--- src/rtl/burst_addr_ctr_pkg.sv ---
package burst_addr_ctr_pkg;
  typedef enum logic [1:0] {
    OP_HOLD  = 2'd0,
    OP_STEP  = 2'd1,
    OP_LOAD  = 2'd2,
    OP_CLEAR = 2'd3
  } ctr_op_e;
endpackage

--- src/rtl/bac_op_decode.sv ---
module bac_op_decode
  import burst_addr_ctr_pkg::*;
(
  input  logic    clr_n,
  input  logic    ld_n,
  input  logic    step_n,
  output ctr_op_e op
);
  always_comb begin
    if (!clr_n)       op = OP_CLEAR;
    else if (!ld_n)   op = OP_LOAD;
    else if (!step_n) op = OP_STEP;
    else              op = OP_HOLD;
  end
endmodule

--- src/rtl/bac_next_addr.sv ---
module bac_next_addr
  import burst_addr_ctr_pkg::*;
#(
  parameter int unsigned AW = 15
) (
  input  ctr_op_e       op,
  input  logic [AW-1:0] cur,
  input  logic [AW-1:0] ext,
  output logic [AW-1:0] nxt
);
  localparam logic [AW-1:0] ONE = {{(AW-1){1'b0}}, 1'b1};
  always_comb begin
    unique case (op)
      OP_CLEAR: nxt = '0;
      OP_LOAD:  nxt = ext;
      OP_STEP:  nxt = cur + ONE;
      default:  nxt = cur;
    endcase
  end
endmodule

--- src/rtl/bac_out_stage.sv ---
module bac_out_stage #(
  parameter int unsigned AW    = 15,
  parameter int unsigned EXTRA = 0
) (
  input  logic          clk,
  input  logic          rst_n,
  input  logic [AW-1:0] d,
  output logic [AW-1:0] q
);
  generate
    if (EXTRA == 0) begin : g_pass
      assign q = d;
    end else begin : g_reg
      logic [AW-1:0] stg [EXTRA];
      for (genvar i = 0; i < int'(EXTRA); i++) begin : g_stage
        always_ff @(posedge clk or negedge rst_n) begin
          if (!rst_n) stg[i] <= '0;
          else if (i == 0) stg[i] <= d;
          else stg[i] <= stg[(i == 0) ? 0 : i-1];
        end
      end
      assign q = stg[EXTRA-1];
    end
  endgenerate
endmodule

--- src/rtl/burst_addr_ctr.sv ---
module burst_addr_ctr
  import burst_addr_ctr_pkg::*;
#(
  parameter int unsigned AW        = 15,
  parameter int unsigned OUT_EXTRA = 0
) (
  input  logic          clk,
  input  logic          rst_n,
  input  logic          port_sel,
  input  logic          clr_n,
  input  logic          ld_n,
  input  logic          step_n,
  input  logic [AW-1:0] ext_addr,
  output logic [AW-1:0] addr_q
);
  ctr_op_e       op;
  logic [AW-1:0] cur_q, nxt;
  logic          upd_en;
  logic          unused_sel;

  assign unused_sel = port_sel;

  bac_op_decode u_dec (
    .clr_n (clr_n),
    .ld_n  (ld_n),
    .step_n(step_n),
    .op    (op)
  );

  bac_next_addr #(.AW(AW)) u_nxt (
    .op (op),
    .cur(cur_q),
    .ext(ext_addr),
    .nxt(nxt)
  );

  assign upd_en = (op != OP_HOLD);

  always_ff @(posedge clk or negedge rst_n) begin
    if (!rst_n)      cur_q <= '0;
    else if (upd_en) cur_q <= nxt;
  end

  bac_out_stage #(.AW(AW), .EXTRA(OUT_EXTRA)) u_out (
    .clk  (clk),
    .rst_n(rst_n),
    .d    (cur_q),
    .q    (addr_q)
  );
endmodule

--- config.mk ---
export PLATFORM = sky130hd
export DESIGN_NAME = burst_addr_ctr
export DESIGN_NICKNAME = d
export VERILOG_FILES = /design/src/rtl/burst_addr_ctr_pkg.sv /design/src/rtl/bac_op_decode.sv /design/src/rtl/bac_next_addr.sv /design/src/rtl/bac_out_stage.sv /design/src/rtl/burst_addr_ctr.sv
export SDC_FILE = /design/constraint.sdc
export NUM_CORES = 1
export LEC_CHECK = 0
export BUFFER_PORTS_ARGS = -buffer_cell sky130_fd_sc_hd__buf_2
export CORE_MARGIN = 2
export CORE_UTILIZATION = 39
export CTS_BUF_LIST = sky130_fd_sc_hd__clkbuf_4 sky130_fd_sc_hd__clkbuf_8
export CTS_CLUSTER_SIZE = 30
export DETAILED_ROUTE_END_ITERATION = 10
export GPL_TIMING_DRIVEN = 0
export PLACE_DENSITY_LB_ADDON = 0.25
export SYNTH_ARGS = -nofsm -noshare
export SYNTH_HDL_FRONTEND = slang
export SYNTH_HIERARCHICAL = 1
export SYNTH_SLANG_ARGS = --single-unit
--- constraint.sdc ---
create_clock -name clk -period 2.21 [get_ports clk]
set_clock_uncertainty 0.1 [all_clocks]
set_input_delay 0.442 -clock clk [delete_from_list [all_inputs] [get_ports clk]]
set_output_delay 0.442 -clock clk [all_outputs]
set_load 0.05 [all_outputs]
==> metrics.md <==
| Metric | Value |
|---|---|
| Number of input and output port buffers inserted | 34 |
| Sequential share of the synthesized area | 27.6% |
| Number of slew-limit violations in the final report | 0 |
| Cell class contributing the biggest share of worst-path delay | buffers and inverters |
| Clock slew at the register clock pins of the worst setup and hold paths | 0.09 ns |
| Hold Startpoint | ext_addr[1] |
| Overflow left after global routing | 0 |
| Detailed Place HPWL | 2260 um |
| Startpoint of the lowest-slack register-to-register path | cur_q[5] |
| Worst Setup Start Kind | primary input |
| H-tree depth reported by CTS | 1 |
| Hold Fails Final Rpt | 0 |
| Relative area change from synthesis to final layout | 19.8% |
| Setup repair after global routing missed its margin | no |
| Max rail drop VDD | 0.185 mV |
| Antenna Diode Count | 0 |
| Most common cell in the synthesized netlist | sky130_fd_sc_hd__mux2i_1 |
| DIE HEIGHT | 63.1 um |
| Delay of the slowest cell on the worst path | 0.43 ns |
| Overall power after layout | 864 uW |
| Post-detailed-route count of antenna-violating nets | 0 |
| Core Region | 0.00334 mm2 |
| Syn. warnings | 6 |
| Max_slew headroom | 68.0% |
| Clock latency at the later pin of the worst-skew pair | 0.28 ns |
| Number of antenna violations at the first check in global routing | 0 |
| Sw power | 331 uW |
| Outcome | completed |
| Post-DR wirelength/cell | 14.0 um |
| Count of standard-cell rows | 21 |
| Slowest cell on the critical path | sky130_fd_sc_hd__clkbuf_1 |
| Initial core utilization | 40.8% |
| Final worst-path cycle share | 92.9% |
| Combinational fraction of design power | 39.3% |
| Fraction of final layout cells with drive strength greater than 1 | 44.4% |
| Timing-limited maximum frequency | 487 MHz |
| Final core area utilization | 48.9% |
| Number of buffers and inverters on the critical path | 3 |
| Crit path cell chain | buf_2 -> o21ai_2 -> clkbuf_1 -> buf_2 -> o22ai_1 -> mux2_4 |
| P_int | 532 uW |
| Endpoint kind of the worst setup timing path | register |
| Post-route setup TNS | 0 ns |
| Top fanout value on the critical path | 10 |
| Largest net degree at the start of global routing | 16 |
| Areal power density over the cells | 530 mW/mm2 |
| Most common cell type on the critical path | sky130_fd_sc_hd__buf_2 |
| Crit path time final | 2.05 ns |
| Number of nets in the finished design | 203 |
| Critical path class | primary input to register |
| First-pass GRT wire length | 5150 um |
| Switching part of the total | 38.4% |
| Worst hold path type | primary input to register |
| DRC violation count after routing | 0 |
| Pre-antenna DRT Iters | 4 |
| Vias after detailed routing | 1201 |
| Clock tree from TritonCTS | yes |
| Total of endpoints with negative setup slack in the final report | 0 |
| Placer's final routability congestion estimate | 0.780 |
| Static leakage | 0.000804 uW |
| Main synth FF type | sky130_fd_sc_hd__dfrtp_1 |
| IO Count | 36 |
| Longest Clk Path Bufs | 2 |
| Largest register FFs | 15 |
| Gate Count Post-Synth | 141 |
| Area of the mapped netlist | 0.00136 mm2 |
| Cell at the root of the clock tree | sky130_fd_sc_hd__clkbuf_4 |
| Number of flip-flops and latches in the synthesized netlist | 15 |
| TritonCTS Sinks | 15 |
| Via count of the first global-routing pass | 1123 |
| Clock Power Share | 20.2% |
| Count of different cell masters after synthesis | 39 |
| Post-synthesis average cell area | 9.65 um2 |
| Detail-routed via count per cell | 5.31 |
| Asr flop ratio synth | 100% |
| Max-cap violations | 0 |
| Worst path arrival time | 2.12 ns |
| Post-Route WL | 3170 um |
| Top flop regs | cur_q: 15 flops |
| Cell type with the largest total area after synthesis | sky130_fd_sc_hd__dfrtp_1 |
| Total Die Area | 0.00398 mm2 |
| Required time at the endpoint of the critical path | 2.28 ns |
| Flop pwr share | 40.4% |
| Post-synthesis net count | 163 |
| Slew of the pin with the lowest slew margin | 0.479 ns |
| Cell types with the largest area share after synthesis | sky130_fd_sc_hd__dfrtp_1 (28%), sky130_fd_sc_hd__mux2i_1 (12%), sky130_fd_sc_hd__mux2_4 (11%) |
| Die X-Extent | 63.1 um |
| GRT Resource Usage Total | 16.2% |
| 1st-iter DRT viols | 39 |
| Most frequent cells after synthesis | sky130_fd_sc_hd__mux2i_1 (16), sky130_fd_sc_hd__buf_4 (15), sky130_fd_sc_hd__dfrtp_1 (15) |
| Number of synthesized flops with an enable pin | 0 |
| Biggest register | cur_q |
| Proportion of netlist area held by the largest area contributor | 27.6% |
| Clock buffers created by TritonCTS | 3 |
| Launch point of the critical path | step_n |
-- timing repair --
item	CTS	global route
setup buffers	0	0
hold buffers	1	0
endpoints found under the hold margin	15	0
resized for setup	1	0
endpoints found under the setup margin	7	0
-- placed cells by master, fill, tap and decap left out, types with 2 or more instances in the layout --
master | Yosys | layout
sky130_fd_sc_hd__a21oi_1 | 7 | 7
sky130_fd_sc_hd__and4_1 | 2 | 2
sky130_fd_sc_hd__buf_2 | 4 | 39
sky130_fd_sc_hd__buf_4 | 15 | 15
sky130_fd_sc_hd__clkbuf_1 | 2 | 2
sky130_fd_sc_hd__clkbuf_4 | 0 | 4
sky130_fd_sc_hd__dfrtp_1 | 15 | 15
sky130_fd_sc_hd__mux2_2 | 5 | 5
sky130_fd_sc_hd__mux2_4 | 10 | 10
sky130_fd_sc_hd__mux2i_1 | 16 | 16
sky130_fd_sc_hd__nand2_1 | 10 | 10
sky130_fd_sc_hd__nand2b_1 | 2 | 2
sky130_fd_sc_hd__nand3_1 | 2 | 2
sky130_fd_sc_hd__nand4_1 | 3 | 3
sky130_fd_sc_hd__nor2b_1 | 7 | 7
sky130_fd_sc_hd__nor3b_1 | 3 | 3
sky130_fd_sc_hd__o211ai_1 | 2 | 2
sky130_fd_sc_hd__o21ai_0 | 4 | 4
sky130_fd_sc_hd__o22ai_1 | 9 | 9
sky130_fd_sc_hd__or3_1 | 3 | 3
-- layout make-up --
cell class	count	area, um2
Multi-Input combinational cell	102	818
Sequential cell	15	375
Buffer	23	165
Fill cell	349	1710
Tap cell	46	57.6
Timing Repair Buffer	35	180
Inverter	1	3.75
Clock buffer	4	30.0
-- metrics by stage --
step / hold WS [ns] / std cells / area (um2) / worst slack [ns]
floorplan: 0.0464 / 141 / 1360 / 0.238
global placement: 0.279 / 221 / 1590 / -0.299
detailed placement: 0.286 / 221 / 1590 / -0.344
CTS: 0.391 / 226 / 1630 / 0.154
global route: 0.418 / 226 / 1630 / 0.0198
finish: 0.400 / 226 / 1630 / 0.156
-- path summary, 6_finish.rpt --
path / endpoint / depth (start not counted) / slack, ns
max: cur_q[4] / 6 / 0.16
min reg2reg: cur_q[14] / 1 / 0.50
max reg2reg: cur_q[9] / 6 / 0.22
min: cur_q[1] / 4 / 0.40
max in group asynchronous: cur_q[4] / 2 / 1.23
min in group asynchronous: cur_q[9] / 2 / 0.50
-- per-layer routing --
layer | track usage, % | part of all wire, % | vias up
met5 | 0 | 0 | -
met4 | 6.11 | 0.76 | 0
met3 | 3.39 | 5.0 | 2
met2 | 26.2 | 49 | 30
met1 | 21.3 | 45 | 584
li1 | - | - | 585
-- power groups by stage --
| stage | registers [uW] | clock network [uW] | logic [uW] |
|---|---|---|---|
| 2_1_floorplan | 342 | 0 | 272 |
| 3_3_place_gp | 351 | 0 | 335 |
| 3_5_place_dp | 354 | 0 | 340 |
| 4_1_cts | 349 | 184 | 343 |
| 5_1_grt | 357 | 195 | 363 |
| 6_report | 349 | 175 | 340 |
-- kinds of logic (layout without fill, tap and decap cells) --
logic type,Yosys count,after routing,synth area share [%]
and+or+nand+nor,44,44,20.6
adders and majority gates,1,1,0.919
AOI/OAI and AO/OA,25,25,11.0
xor gates and xnor gates,1,1,0.643
muxes,31,31,26.9
buffers and inverters,24,63,12.3
DFF,15,15,27.6
-- worst register-to-register path: stages, from the launching register on --
cell and delay (ns):
sky130_fd_sc_hd__dfrtp_1 0.51, sky130_fd_sc_hd__and4_1 0.24, sky130_fd_sc_hd__buf_2 0.17, sky130_fd_sc_hd__nor3b_1 0.27, sky130_fd_sc_hd__mux2i_1 0.23, sky130_fd_sc_hd__o22ai_1 0.10, sky130_fd_sc_hd__mux2_4 0.28
(Power assumes the default switching activity.)
